File: src/rtl/rrc_pkg.sv
package rrc_pkg;

    localparam int MAIN_W  = 3;
    localparam int SUB_W   = 4;
    localparam int NUM_DIG = 7;
    localparam int NUM_SUB = NUM_DIG + 2;
    localparam int STAT_W  = SUB_W + 1 + MAIN_W;
    localparam int CTL_W   = 3;

    localparam int CLKLOSS_IDX = 0;
    localparam int SW_IDX      = 4;

    localparam int CTL_SW_BIT  = 0;
    localparam int CTL_THM_BIT = 1;
    localparam int CTL_CLK_BIT = 2;

    typedef enum logic [MAIN_W-1:0] {
        MC_POWER_ON = 3'd0,
        MC_PIN      = 3'd1,
        MC_BOD_BAT  = 3'd2,
        MC_BOD_REG  = 3'd4,
        MC_DIGITAL  = 3'd6
    } main_cause_e;

    typedef struct packed {
        logic [SUB_W-1:0] sub;
        logic             thermal;
        main_cause_e      main;
    } cause_t;

    typedef enum logic [1:0] {
        ST_ARMED = 2'd0,
        ST_HELD  = 2'd1,
        ST_COPY  = 2'd2
    } cap_state_e;

    // Slots 0..6 map straight to their code; the two error slots use E and F.
    function automatic logic [SUB_W-1:0] sub_code(input int idx);
        if (idx <= 6)
            return SUB_W'(idx);
        else if (idx == 7)
            return 4'hE;
        else
            return 4'hF;
    endfunction

endpackage

File: src/rtl/rrc_ctl_reg.sv
module rrc_ctl_reg
    import rrc_pkg::*;
#(
    parameter int W = CTL_W
) (
    input  logic         clk,
    input  logic         por_i,
    input  logic         we_i,
    input  logic [W-1:0] wdata_i,
    output logic [W-1:0] rdata_o,
    output logic         therm_en_o,
    output logic         clkloss_en_o,
    output logic         sw_req_o
);

    logic therm_en_q;
    logic clkloss_en_q;
    logic sw_req_q;

    always_ff @(posedge clk or posedge por_i) begin
        if (por_i) begin
            therm_en_q   <= 1'b0;
            clkloss_en_q <= 1'b0;
            sw_req_q     <= 1'b0;
        end else begin
            sw_req_q <= we_i & wdata_i[CTL_SW_BIT];
            if (we_i) begin
                therm_en_q   <= wdata_i[CTL_THM_BIT];
                clkloss_en_q <= wdata_i[CTL_CLK_BIT];
            end
        end
    end

    always_comb begin
        rdata_o              = '0;
        rdata_o[CTL_THM_BIT] = therm_en_q;
        rdata_o[CTL_CLK_BIT] = clkloss_en_q;
    end

    assign therm_en_o   = therm_en_q;
    assign clkloss_en_o = clkloss_en_q;
    assign sw_req_o     = sw_req_q;

    // a software request only follows a write that carried bit 0
    p_sw_after_write_r6: assert property (@(posedge clk) disable iff (por_i)
        sw_req_q |-> $past(we_i && wdata_i[CTL_SW_BIT]));

endmodule

File: src/rtl/rrc_src_prio.sv
module rrc_src_prio
    import rrc_pkg::*;
#(
    parameter int NSUB = NUM_SUB
) (
    input  logic            bod_bat_i,
    input  logic            bod_reg_i,
    input  logic            pin_i,
    input  logic            therm_i,
    input  logic [NSUB-1:0] dig_req_i,
    output logic            any_o,
    output cause_t          cause_o
);

    logic any_dig;

    assign any_dig = |dig_req_i;
    assign any_o   = bod_bat_i | bod_reg_i | pin_i | therm_i | any_dig;

    always_comb begin
        cause_o = '0;
        if (bod_bat_i) begin
            cause_o.main = MC_BOD_BAT;
        end else if (bod_reg_i) begin
            cause_o.main = MC_BOD_REG;
        end else if (pin_i || therm_i) begin
            cause_o.main    = MC_PIN;
            cause_o.thermal = therm_i;
        end else if (any_dig) begin
            cause_o.main = MC_DIGITAL;
            // Walk downwards so the lowest active slot is the one left standing.
            for (int i = NSUB - 1; i >= 0; i--) begin
                if (dig_req_i[i])
                    cause_o.sub = sub_code(i);
            end
        end
    end

endmodule

File: src/rtl/rrc_capture_fsm.sv
module rrc_capture_fsm
    import rrc_pkg::*;
(
    input  logic   clk,
    input  logic   por_i,
    input  logic   any_src_i,
    input  cause_t cause_i,
    output cause_t status_o,
    output logic   busy_o
);

    cap_state_e state_q, state_d;
    cause_t     pend_q;
    cause_t     status_q;

    always_ff @(posedge clk or posedge por_i) begin
        if (por_i)
            state_q <= ST_HELD;
        else
            state_q <= state_d;
    end

    always_comb begin
        state_d = state_q;
        unique case (state_q)
            ST_ARMED: if (any_src_i)  state_d = ST_HELD;
            ST_HELD:  if (!any_src_i) state_d = ST_COPY;
            ST_COPY:  state_d = any_src_i ? ST_HELD : ST_ARMED;
            default:  state_d = ST_HELD;
        endcase
    end

    always_ff @(posedge clk or posedge por_i) begin
        if (por_i) begin
            pend_q   <= '0;
            status_q <= '0;
        end else begin
            unique case (state_q)
                ST_ARMED: if (any_src_i) pend_q <= cause_i;
                ST_COPY: begin
                    status_q <= pend_q;
                    if (any_src_i)
                        pend_q <= '0;
                end
                default: ;
            endcase
        end
    end

    assign status_o = status_q;
    assign busy_o   = (state_q != ST_ARMED);

    // the first source seen while armed is latched as the pending cause
    p_capture_first_r7: assert property (@(posedge clk) disable iff (por_i)
        (state_q == ST_ARMED && any_src_i) |=> (state_q == ST_HELD && pend_q == $past(cause_i)));

    // no re-arm while any source is still active
    p_hold_until_release_r9: assert property (@(posedge clk) disable iff (por_i)
        (state_q == ST_HELD && any_src_i) |=> (state_q == ST_HELD && $stable(pend_q)));

    // the status word moves only out of a copy cycle
    p_status_on_copy_r9: assert property (@(posedge clk) disable iff (por_i)
        !$stable(status_q) |-> ($past(state_q) == ST_COPY));

    // a source during the copy cycle is recorded as power-on
    p_copy_window_r10: assert property (@(posedge clk) disable iff (por_i)
        (state_q == ST_COPY && any_src_i) |=> (pend_q == '0));

endmodule

File: src/rtl/rst_cause_capture.sv
module rst_cause_capture
    import rrc_pkg::*;
#(
    parameter int N_DIG  = NUM_DIG,
    parameter int CW     = CTL_W,
    parameter int SW     = STAT_W
) (
    input  logic             clk,
    input  logic             por_i,
    input  logic             pin_rst_i,
    input  logic             bod_bat_i,
    input  logic             bod_reg_i,
    input  logic             thermal_i,
    input  logic             clk_loss_i,
    input  logic [N_DIG-1:0] dig_src_i,
    input  logic             ctl_we_i,
    input  logic [CW-1:0]    ctl_wdata_i,
    output logic [CW-1:0]    ctl_rdata_o,
    output logic             sys_rst_o,
    output logic [SW-1:0]    status_o
);

    localparam int NSUB = N_DIG + 2;

    logic            therm_en;
    logic            clkloss_en;
    logic            sw_req;
    logic            therm_eff;
    logic [NSUB-1:0] dig_req;
    logic            any_src;
    logic            busy;
    cause_t          cause;
    cause_t          status;

    rrc_ctl_reg #(.W(CW)) i_ctl (
        .clk          (clk),
        .por_i        (por_i),
        .we_i         (ctl_we_i),
        .wdata_i      (ctl_wdata_i),
        .rdata_o      (ctl_rdata_o),
        .therm_en_o   (therm_en),
        .clkloss_en_o (clkloss_en),
        .sw_req_o     (sw_req)
    );

    assign therm_eff = thermal_i & therm_en;

    // Slot map: clock loss first, software at its code position, the rest in order.
    for (genvar g = 0; g < NSUB; g++) begin : g_req
        if (g == CLKLOSS_IDX) begin : g_clk
            assign dig_req[g] = clk_loss_i & clkloss_en;
        end else if (g == SW_IDX) begin : g_sw
            assign dig_req[g] = sw_req;
        end else if (g < SW_IDX) begin : g_lo
            assign dig_req[g] = dig_src_i[g-1];
        end else begin : g_hi
            assign dig_req[g] = dig_src_i[g-2];
        end
    end

    rrc_src_prio #(.NSUB(NSUB)) i_prio (
        .bod_bat_i (bod_bat_i),
        .bod_reg_i (bod_reg_i),
        .pin_i     (pin_rst_i),
        .therm_i   (therm_eff),
        .dig_req_i (dig_req),
        .any_o     (any_src),
        .cause_o   (cause)
    );

    rrc_capture_fsm i_fsm (
        .clk       (clk),
        .por_i     (por_i),
        .any_src_i (any_src),
        .cause_i   (cause),
        .status_o  (status),
        .busy_o    (busy)
    );

    assign sys_rst_o = busy | any_src;
    assign status_o  = status;

    // the thermal flag only ever accompanies a pin-class cause
    p_thermal_is_pin_r4: assert property (@(posedge clk) disable iff (por_i)
        status.thermal |-> (status.main == MC_PIN));

    // sub-cause is zero unless the main cause is digital
    p_sub_only_digital_r2: assert property (@(posedge clk) disable iff (por_i)
        (status.main != MC_DIGITAL) |-> (status.sub == '0));

endmodule

File: config.mk
export PLATFORM = sky130hd
export DESIGN_NAME = rst_cause_capture
export DESIGN_NICKNAME = d
export VERILOG_FILES = /design/src/rtl/rrc_pkg.sv /design/src/rtl/rrc_ctl_reg.sv /design/src/rtl/rrc_src_prio.sv /design/src/rtl/rrc_capture_fsm.sv /design/src/rtl/rst_cause_capture.sv
export SDC_FILE = /design/constraint.sdc
export NUM_CORES = 1
export LEC_CHECK = 0
export ABC_AREA = 1
export CAP_MARGIN = 10
export CORE_MARGIN = 4
export CORE_UTILIZATION = 50
export DETAILED_ROUTE_END_ITERATION = 8
export PLACE_DENSITY = 0.83
export RECOVER_POWER = 100
export SETUP_SLACK_MARGIN = 0.02
export SYNTH_ARGS = -nofsm -noshare
export SYNTH_HDL_FRONTEND = slang
export SYNTH_SLANG_ARGS = --single-unit
File: constraint.sdc
create_clock -name clk -period 3.7 [get_ports clk]
set_input_delay 1.11 -clock clk [delete_from_list [all_inputs] [get_ports clk]]
set_output_delay 1.11 -clock clk [all_outputs]
set_load 0.05 [all_outputs]
==> flow_summary.toml <==
[status]
outcome = "finished, final reports clean"

[worst_setup_path]
cp-end-kind = "output port"
crit_type = "in2out"
worstPathRequired_ns = 2.59
startpoint_type = "primary input"
cp_max_fo = 4
critical_path_arrival_ns = 2.41

[logic_synthesis]
netlist_instances = 137
yosysUniqueCellTypes = 23
synthesis.area_sq_um = 1090
synthesis.area_per_instance_sq_um = 7.96
synth_nets = 155
ys_seq_area_share_pct = 48.3
yosysWarnings = 0
ys_ff_latch = 21

[placement]
port_buffers = 28
dp_hpwl_microns = 1750
place_area_sq_um = 1390
gp_congestion = 0.826
place_inst = 188

[cells_and_area]
final-seq-area_sq_um = 527
layout_commonest_cell = "nand2_1"
finalNonFillerCells = 192
final_area_sq_um = 1380
multi_input_area_sq_um = 433
drive_above_1_share_pct = 12.7
fillers = 174
final_cell_mix = "51 x nand2_1, 20 x dfrtp_1, 17 x inv_1"
syn2layout_area_growth_pct = 26.1
nNetsFinal = 184
diodes = 0

[sta]
setup_tns_ns = 0
fmax_mhz = 284
rsz0062_at_grt = "false"
hold_viol_final = 0
tightest_slew_ns = 0.763
min_period_over_period_pct = 95.1
setup-violations-final = 0
skew_ns = 0.00144
drv_slew = 0
maxSlewHeadroom_pct = 49.1
finalCriticalPeriod_ns = 3.52

[detailed_routing]
vias = 959
drc = 0
first_pass_iters = 4
ant_nets = 0
routed_wl_microns = 2180
wl_per_cell_microns = 11.4
first_iter_violations = 11
viasPerCell = 4.99

[global_routing]
grt_pass1_wl_microns = 3660
grt_pass1_vias = 905
track_usage_pct = 17.4
antenna_found_initial = 0
grt_max_degree = 22
gr-total-overflow = 0

[die]
core_sq_um = 2020
pin_count = 30
die_y_microns = 54.7
die_area_sq_um = 2990
num_rows = 16
die_x_microns = 54.7
initial_core_util_pct = 54.0

[pwr]
p_leak_nw = 0.739
switching_share_pct = 27.0
powerDensity_nw_per_um2 = 300
switching_power_mw = 0.111
seqPwrFrac_pct = 57.0
p_int_mw = 0.301
clockPowerShare_pct = 27.4
ir_drop_v = 0.000269
pwr-share-comb_pct = 15.6

[clock_tree]
cts_resized = 0
cts_sinks = 21
cts_tree = "built"
cts_max_level = 1
cts-buffers-inserted = 3
post_cts_buffers = 0
path_clk_slew_ns = 0.12
clk_path_buf_depth = 2
ctsRootBufferMaster = "clkbuf_4"
clk_latency_ns = 0.31
hold_buffers = 0

[min_path]
worst_hold_path_type = "reg2reg"

[run]
maxCapViolations = 0
per-layer routing:
layer / GRT usage (%) / wire length, microns / part of all wire [%]
met5: 0 / 0 / 0
met2: 31.7 / 1110 / 51
met4: 9.13 / 42 / 1.9
met3: 4.09 / 104 / 4.8
met1: 18.3 / 924 / 42
cell usage after synthesis:
master   instances  area, sq um
inv_1           15         56.3
o21ai_2          2         17.5
a21oi_1          2         10.0
nand3_4          1         17.5
nand3_1          8         40.0
conb_1           1         3.75
nor2_2           3         18.8
nand3_2          1         10.0
nor2_1           5         18.8
nand2_8          1         20.0
nand2_2          2         12.5
o21ai_0          6         30.0
dfstp_2          1         26.3
mux2_2           2         22.5
nor2_4           1         11.3
inv_6            1         8.76
nor3_1           4         20.0
buf_4            3         22.5
dfrtp_1         20          500
nand2_1         50          188
nand4_1          2         12.5
inv_2            5         18.8
buf_2            1         5.00
state kept, by name, indices dropped and copies added (netlist names):
name,flops
i_ctl.clkloss_en_o,1
i_ctl.sw_req_o,1
i_ctl.therm_en_o,1
i_fsm.pend_q,8
i_fsm.state_q,2
i_fsm.status_o,8
worst max-delay path, stage by stage:
cell and delay (ns):
clkdlybuf4s50_1 0.44, inv_1 0.12, nand2_1 0.10, nor2_2 0.18, nand3_4 0.10, inv_1 0.07
nand3_1 0.06, buf_2 0.22
area by class of cell:
class	instances	area share, %
Timing Repair Buffer	28	20.0
Multi-Input combinational cell	91	31.5
Inverter	21	5.82
Tap cell	27	2.45
Clock buffer	3	1.64
Sequential cell	21	38.3
Clock inverter	1	0.364
final timing paths:
kind                               startpoint           endpoint  slack [ns]  cells past startpoint
max                                 bod_reg_i          sys_rst_o        0.18                      8
min                          i_fsm.state_q[1]   i_fsm.state_q[1]        0.48                      1
max reg2reg                i_ctl.clkloss_en_o    i_fsm.pend_q[5]        1.94                      8
min reg2reg                  i_fsm.state_q[1]   i_fsm.state_q[1]        0.48                      1
max in group asynchronous               por_i    i_fsm.pend_q[0]        1.87                      2
min in group asynchronous               por_i  i_fsm.status_o[2]        1.36                      2
power by group through the flow:
| stage | sequential, mW | clock [mW] | combinational, mW |
|---|---|---|---|
| floorplan | 0.239 | 0 | 0.0404 |
| global placement | 0.240 | 0 | 0.0639 |
| detailed placement | 0.240 | 0 | 0.0660 |
| CTS | 0.236 | 0.116 | 0.0664 |
| global route | 0.236 | 0.125 | 0.0701 |
| finish | 0.235 | 0.113 | 0.0643 |
kinds of logic after synthesis:
group	Yosys count	share of synthesized area, %
muxes	2	2.06
and+or+nand+nor	78	33.8
buffers and inverters	25	10.2
other	1	0.344
DFF	21	48.3
AOI/OAI and AO/OA	10	5.28
through the flow:
stage          hold WS (ns)  total power, mW  worst slack (ns)  util (%)
6_report              0.479            0.413             0.180      68.1
3_5_place_dp          0.457            0.306             0.188      68.6
2_1_floorplan         0.431            0.280             0.601         -
3_3_place_gp          0.448            0.304             0.211      68.6
4_1_cts               0.485            0.418             0.177      70.0
5_1_grt               0.504            0.432             0.113      68.1
No activity file was read; power rests on OpenSTA's default activity.
